[src/rtl/mixdot_pkg.sv]
package mixdot_pkg;
   localparam int BYTE_W = 8;
   localparam int SUBS   = 4;
   localparam int LANE_W = BYTE_W * SUBS;
   localparam int PROD_W = 2 * BYTE_W + 1;
   typedef logic signed [PROD_W-1:0] prod_t;
   typedef logic [LANE_W-1:0]        lane_t;
endpackage

[src/rtl/mixdot_mul.sv]
module mixdot_mul
   import mixdot_pkg::*;
(
   input  logic [BYTE_W-1:0] u_byte,
   input  logic [BYTE_W-1:0] s_byte,
   output prod_t             prod
);
   logic signed [BYTE_W:0]   u_ext;
   logic signed [BYTE_W-1:0] s_val;

   always_comb begin
      u_ext = $signed({1'b0, u_byte});
      s_val = $signed(s_byte);
      prod  = u_ext * s_val;
   end
endmodule

[src/rtl/mixdot_lane.sv]
module mixdot_lane
   import mixdot_pkg::*;
(
   input  logic  clk,
   input  logic  rst,
   input  logic  en1,
   input  logic  en2,
   input  lane_t a_lane,
   input  lane_t b_lane,
   input  lane_t acc_lane,
   output lane_t res_lane
);
   prod_t prod_d [SUBS];
   prod_t prod_q [SUBS];
   lane_t acc_q;
   lane_t sum_d;

   for (genvar i = 0; i < SUBS; i++) begin : g_sub
      mixdot_mul u_mul (
         .u_byte (a_lane[i*BYTE_W +: BYTE_W]),
         .s_byte (b_lane[i*BYTE_W +: BYTE_W]),
         .prod   (prod_d[i])
      );

      always_ff @(posedge clk) begin
         if (en1) prod_q[i] <= prod_d[i];
      end

      // an all-ones unsigned byte times one stays positive
      a_r2_unsigned_a: assert property (@(posedge clk) disable iff (rst)
         (en1 && a_lane[i*BYTE_W +: BYTE_W] == 8'hFF && b_lane[i*BYTE_W +: BYTE_W] == 8'h01)
         |=> (prod_q[i] == 17'sd255));
      // an all-ones signed byte times one is minus one
      a_r3_signed_b: assert property (@(posedge clk) disable iff (rst)
         (en1 && a_lane[i*BYTE_W +: BYTE_W] == 8'h01 && b_lane[i*BYTE_W +: BYTE_W] == 8'hFF)
         |=> (prod_q[i] == -17'sd1));
      // a zero byte in either operand gives a zero product at that position
      a_r1_zero_byte: assert property (@(posedge clk) disable iff (rst)
         (en1 && (a_lane[i*BYTE_W +: BYTE_W] == '0 || b_lane[i*BYTE_W +: BYTE_W] == '0))
         |=> (prod_q[i] == '0));
   end

   always_ff @(posedge clk) begin
      if (en1) acc_q <= acc_lane;
   end

   always_comb begin
      sum_d = acc_q;
      for (int i = 0; i < SUBS; i++) begin
         sum_d = sum_d + LANE_W'(prod_q[i]);
      end
   end

   always_ff @(posedge clk) begin
      if (en2) res_lane <= sum_d;
   end

   // the lane result holds while stage two is idle
   a_r8_hold: assert property (@(posedge clk) disable iff (rst)
      !en2 |=> $stable(res_lane));
endmodule

[src/rtl/mixdot_acc.sv]
module mixdot_acc
   import mixdot_pkg::*;
#(
   parameter int NLANES = 4
) (
   input  logic                     clk,
   input  logic                     rst,
   input  logic                     in_valid,
   input  logic [NLANES*LANE_W-1:0] vec_a,
   input  logic [NLANES*LANE_W-1:0] vec_b,
   input  logic [NLANES*LANE_W-1:0] vec_acc,
   output logic                     out_valid,
   output logic [NLANES*LANE_W-1:0] result
);
   localparam int VEC_W = NLANES * LANE_W;

   if (NLANES < 1) begin : g_bad_lanes
      $error("mixdot_acc: NLANES must be at least 1");
   end
   if (VEC_W % LANE_W != 0) begin : g_bad_width
      $error("mixdot_acc: vector width must be whole lanes");
   end

   logic v1_q;

   always_ff @(posedge clk) begin
      if (rst) begin
         v1_q      <= 1'b0;
         out_valid <= 1'b0;
      end else begin
         v1_q      <= in_valid;
         out_valid <= v1_q;
      end
   end

   for (genvar e = 0; e < NLANES; e++) begin : g_lane
      mixdot_lane u_lane (
         .clk      (clk),
         .rst      (rst),
         .en1      (in_valid),
         .en2      (v1_q),
         .a_lane   (vec_a[e*LANE_W +: LANE_W]),
         .b_lane   (vec_b[e*LANE_W +: LANE_W]),
         .acc_lane (vec_acc[e*LANE_W +: LANE_W]),
         .res_lane (result[e*LANE_W +: LANE_W])
      );
   end

   // each accepted input advances one stage per edge
   a_r6_stage1: assert property (@(posedge clk) disable iff (rst)
      in_valid |=> v1_q);
   a_r6_stage2: assert property (@(posedge clk) disable iff (rst)
      v1_q |=> out_valid);
   // no output appears without an input two stages back
   a_r9_no_ghost: assert property (@(posedge clk) disable iff (rst)
      !v1_q |=> !out_valid);
   // reset empties the valid pipeline
   a_r7_reset: assert property (@(posedge clk)
      rst |=> (!out_valid && !v1_q));
endmodule

[config.mk]
export PLATFORM = sky130hd
export DESIGN_NAME = mixdot_acc
export DESIGN_NICKNAME = d
export VERILOG_FILES = /design/src/rtl/mixdot_pkg.sv /design/src/rtl/mixdot_mul.sv /design/src/rtl/mixdot_lane.sv /design/src/rtl/mixdot_acc.sv
export SDC_FILE = /design/constraint.sdc
export NUM_CORES = 2
export LEC_CHECK = 0
export ABC_AREA = 0
export BUFFER_PORTS_ARGS = -buffer_cell sky130_fd_sc_hd__buf_2
export CAP_MARGIN = 20
export CORE_MARGIN = 2
export CORE_UTILIZATION = 60
export CTS_CLUSTER_SIZE = 24
export DETAILED_ROUTE_END_ITERATION = 16
export PLACE_DENSITY = 0.8
export REMOVE_ABC_BUFFERS = 1
export SYNTH_ARGS = -nofsm -noshare
export SYNTH_HDL_FRONTEND = slang
export SYNTH_SLANG_ARGS = --single-unit
export TNS_END_PERCENT = 20
[constraint.sdc]
create_clock -name clk -period 5.6 [get_ports clk]
set_input_delay 0.56 -clock clk [delete_from_list [all_inputs] [get_ports clk]]
set_output_delay 0.56 -clock clk [all_outputs]
set_load 0.05 [all_outputs]
; ---- Yosys cells after proc, flatten, opt, wreduce, memory -nomap -nowiden
; Memory sizes are Yosys's and may differ from the RTL's.
; Cells that the tools add are included.
[classes]
n_addsub = 16
mul = 16
mux = 2
[ops]
columns = cell, count
row1 = 32-bit adder, 16
row2 = 9-bit by 8-bit multiplier with 17-bit output, 16
row3 = 1-bit two-way mux, 2
[totals]
inputBits = 387
mem_bits_rw = 272
elab_cells = 48
memories = 4
reg_bits = 258
out_inout_bits = 129
[memory_table]
columns = memory, depth, width, read_ports, rd_clocked_by_memory_dff, wr, line_no
row1 = g_lane[0].u_lane.prod_q, 4, 17, 4, 0, 4, mixdot_lane.sv:14  ; prod_t prod_q [SUBS];
row2 = g_lane[1].u_lane.prod_q, 4, 17, 4, 0, 4, mixdot_lane.sv:14
row3 = g_lane[2].u_lane.prod_q, 4, 17, 4, 0, 4, mixdot_lane.sv:14
row4 = g_lane[3].u_lane.prod_q, 4, 17, 4, 0, 4, mixdot_lane.sv:14

; ---- Logic depth before layout (Yosys ltp)
; An unclocked memory read counts as a cell.
[depth]
depth_word = 5
ltp_mapped = 21
ltp_nobuf = 21

; ---- Modules after synthesis
; From an unflattened synthesis, not the netlist that was laid out.
[hier_totals]
cells_unflattened = 7147
hier_area_um2 = 70655.3
[by_module_without_submodules]
columns = module, cells_per_inst, seq_area_each_um2, area_per_inst_um2, n_inst
row1 = mixdot_lane (g_lane[1].u_lane ...), 691, 3963.8, 8359.3, 3
row2 = mixdot_mul (g_lane[0].u_lane.g_sub[0].u_mul ...), 276, 0.0, 2328.5, 10
row3 = mixdot_mul (g_lane[2].u_lane.g_sub[2].u_mul ...), 273, 0.0, 2333.5, 5
row4 = mixdot_lane (g_lane[0].u_lane), 686, 3963.8, 8315.5, 1
row5 = mixdot_mul (g_lane[3].u_lane.g_sub[3].u_mul), 259, 0.0, 2257.2, 1
row6 = mixdot_acc, 4, 40.0, 52.6, 1

; ---- Worst setup path after synthesis
; Ideal clock, no wire load.
[synth_path]
kind = input -> register
from = in vec_b[55]
to = mem g_lane[1].u_lane.prod_q[2][16] (netlist name) (data pin)
arrival_ps = 4445
path_slack_ps = 895
required_time_ps = 5340
n_path_buf = 0
setup_ps = 260
cell_stages = 17
path_cell_list = inv_1 fa_1 fa_1 inv_1 fa_1 inv_1 fa_1 inv_1 ha_1 inv_1 o21ai_0 a21o_1 a21o_1 a21o_1 a41o_1 o41a_1 xnor2_1
[synth_rtl]
columns = item, line_no
row1 = "start, declared", mixdot_acc.sv:10  ; input logic [NLANES*LANE_W-1:0] vec_b,
row2 = "end, declared", mixdot_lane.sv:14

==> results by stage <==
Route:
- The count of nets left with antenna violations once routing finished came out at 0.
- In this run, the number of DRC markers left after iteration 0 of detailed routing was 2425.
- The total length of routed met2 wires is 70.7 mm.
- The DRC violations left is 0.
- After detailed routing, the number of vias per cell comes to 5.30.
- For this run, the detailed router's first-pass iteration total came to 5.
- The final route contains 44600 vias.
- The routed length on met1 is 60.8 mm.
- Dividing the detail-routed wire length by the instance count gives 17.3 um.
- The total met3 wirelength after detailed routing is 8.66 mm.
- The wire length reported by the detailed router is 146 mm.
- Routed signal wires occupy layers up through met5.

Clock tree:
- Counting the buffers created by CTS gives 66.
- Clock tree synthesis selected as its root buffer the cell clkbuf_16.
- Once the clock tree was built, the resizer swapped 0 gates to a different size.
- The depth of the CTS H-tree is 3.
- The number of setup buffers added after CTS is 0.
- The count of hold buffers inserted by post-cts repair is 0.
- Clock-pin slew was measured on the worst setup and hold paths at 0.07 ns.
- TritonCTS built the clock tree.
- The longest clock path from root to sink contains 3 buffers.
- The number of clock sinks is 530.
- The clock network latency to the later pin of the worst-skew pair is 0.64 ns.

Synth:
- The count of yosys warnings during synthesis is 0.
- The count of different cell masters after synthesis is 75.
- The most used flip-flop cell after synthesis is edfxtp_1.
- For this run, the register share of the synthesized area comes to 0.244.
- The number of synthesized register bits is 530.
- After synthesis, the share of flip-flops with an asynchronous set or reset is 0.
- In this run, synthesis inferred 528 flip-flops with an integrated enable.
- The synthesized netlist occupies a cell area of 0.0652 sq mm.
- The synthesized area per cell is 10.2 sq um.
- Synthesis produced 6358 cells.

STA:
- Summed over all failing endpoints, the final setup total negative slack is 0 ns.
- Measured against its own limit, the worst slew margin works out to 0.320.
- The max-slew violation count was 0.
- The setup violation total in the final timing report is 0.
- Once routing completed, OpenROAD measured the worst setup slack at 0.656 ns.
- The achievable clock frequency is 0.202 GHz.
- The final critical-path required period is 4.94 ns.
- Setup repair after global routing left no endpoint under its margin.
- The final worst-path cycle share is 0.883.
- Clock skew on the completed layout was measured at 0.0348 ns.
- At the pin with the least slew margin, the transition time is 1.02 ns.
- The total count of hold-check failures in the final report is 0.

Critical path:
- The critical path goes through inv_1, fa_1, inv_1, fa_1, inv_1, fa_1, inv_1, ha_1, a21oi_1, o21ai_0, a21oi_1, o2111ai_1, a311oi_1, o21ai_0, a21oi_1, xnor2_1.
- The delay contributed by the slowest stage of the critical path is 0.72 ns.
- The cell with the largest stage delay on the worst path is inv_1.
- The worst setup path is launched from a register.
- At the worst endpoint, the required time is 5.97 ns.
- The worst setup path category is register to register.
- STA puts the critical path data arrival time at 5.32 ns.
- The endpoint class of the critical path is a register.
- The cell with the most instances on the worst path is inv_1.
- In this run the worst path has a maximum fanout of 13.

Place:
- The worst setup timing slack at the placement stage is 0.454 ns.
- Input and output buffers added on the ports amount to 515.
- Routability-driven placement finished with a final weighted congestion of 0.908.
- Detailed placement ended at an HPWL of 121 mm.

Floorplan:
- The initial core utilization is 0.607.
- The width of the die is 334 um.
- The area of the core is 0.107 sq mm.
- The I/O pin count is 516.
- The die covers 0.111 sq mm.
- In this run the core area contains 120 standard-cell rows.
- The vertical extent of the die is 334 um.

Finish:
- The top cell types in the final layout, fill and taps aside, are inv_1 (1655), fa_1 (906), ha_1 (818).
- In the final layout, the share of cells above drive strength 1 is 0.0953.
- Leaving out fill and tap cells, the most frequent cell in the layout is inv_1.
- The number of nets in the layout is 9045.
- From synthesis to final layout, the design area changed by 10.3%.

Run status:
- The flow ran to the end, and the final reports show no timing, DRC or antenna violations.

GRT:
- The initial antenna violation count is 39.
- The first-pass GRT wire length is 239 mm.
- Entering global routing, the biggest net connects 153 pins.
- The global router's overall resource usage is 0.270.
- Global routing finished with a remaining overflow of 0.
- The via count of the first global-routing pass came to 46900.

Worst hold path:
- The type of the tightest min-delay check is primary input to register.

Job:
- The number of max-capacitance violations reported is 0.
## kinds of logic (layout without fill, tap and decap cells)
logic type | after synthesis | after routing | synth area share
adders and majority gates | 1724 | 1724 | 0.435
other | 0 | 30 | 0
and+or+nand+nor | 1569 | 1569 | 0.125
muxes | 1 | 1 | 0.000154
DFF | 530 | 530 | 0.244
buffers and inverters | 1673 | 2300 | 0.0964
xor gates and xnor gates | 299 | 299 | 0.0402
AOI/OAI and AO/OA | 562 | 562 | 0.0588
## path summary, 6_finish.rpt
kind / start / cells past startpoint / slack [ns] / end
max: g_lane[0].u_lane.prod_q[0][16]$_DFFE_PP_ / 16 / 0.66 / g_lane[0].u_lane.res_lane[30]$_DFFE_PP_
min: vec_acc[50] / 1 / 0.09 / g_lane[1].u_lane.acc_q[18]$_DFFE_PP_
max reg2reg: g_lane[0].u_lane.prod_q[0][16]$_DFFE_PP_ / 16 / 0.66 / g_lane[0].u_lane.res_lane[30]$_DFFE_PP_
min reg2reg: g_lane[2].u_lane.acc_q[0]$_DFFE_PP_ / 1 / 0.56 / g_lane[2].u_lane.res_lane[0]$_DFFE_PP_
## final cells by class
cell class	instances	area (sq um)
inverters	1655	6210
diodes	30	75.1
multi-input cells	4155	43000
repair buffers	526	2740
flip-flops and latches	530	15900
clock inverters	47	536
clock buffers	72	1700
fillers	8139	35500
well taps	1403	1760
## routing by layer
metal,track usage,vias up
li1,-,21000
met1,0.355,22100
met2,0.451,1205
met3,0.0384,296
met4,0.108,20
met5,0,-
## sequential cells by signal, summed over array words and instances, names as in the netlist
name,flops
g_lane.u_lane.prod_q,272
g_lane.u_lane.acc_q,128
g_lane.u_lane.res_lane,128
out_valid,1
v1_q,1
## synth_stat cells, types with 4 or more instances
cell	instances	area, sq um
o41a_1	22	248
a31o_2	6	52.6
o21bai_1	11	82.6
nand3b_1	4	30.0
nand4_1	13	81.3
ha_1	818	10200
clkbuf_1	16	60.1
edfxtp_1	528	15900
or2_2	11	68.8
a21boi_0	19	143
nand3_1	65	325
a211oi_1	10	75.1
o2111ai_1	22	193
and2_1	647	4050
o21ai_1	4	20.0
xnor2_1	233	2040
nand2b_1	77	482
o211ai_1	5	37.5
fa_1	906	18100
nand2_1	374	1400
xor2_1	66	578
inv_1	1655	6210
o21ai_0	99	495
and3_1	19	119
a221oi_1	4	35.0
nor2_1	247	927
a21o_1	87	653
a41o_1	12	120
or3_1	9	56.3
o21a_1	28	210
a21oi_1	169	846
a31oi_1	13	81.3
nor3_1	44	220
nor2b_1	48	300
a211o_1	4	35.0
## worst max-delay path: cells and delay by family, from the launching register on
kind / cells / cell delay [ns]
compound gates: 7 / 1.54
buf+inv: 4 / 0.95
flops: 1 / 0.49
fa+ha+maj: 4 / 1.65
xor+xnor: 1 / 0.08
## through the flow
stage	cells	instance area [sq um]	hold WS (ns)	utilization
CTS	8387	71800	0.0396	0.669
global placement	8267	69500	0.529	0.648
global route	8411	71900	0.0569	0.669
finish	8418	71900	0.0904	0.670
floorplan	6340	65100	0.526	-
detailed placement	8268	69600	0.553	0.648
Power is left out: the tool's default activity adds up to more than one toggle a clock period on the data nets, which glitch-free logic cannot reach.
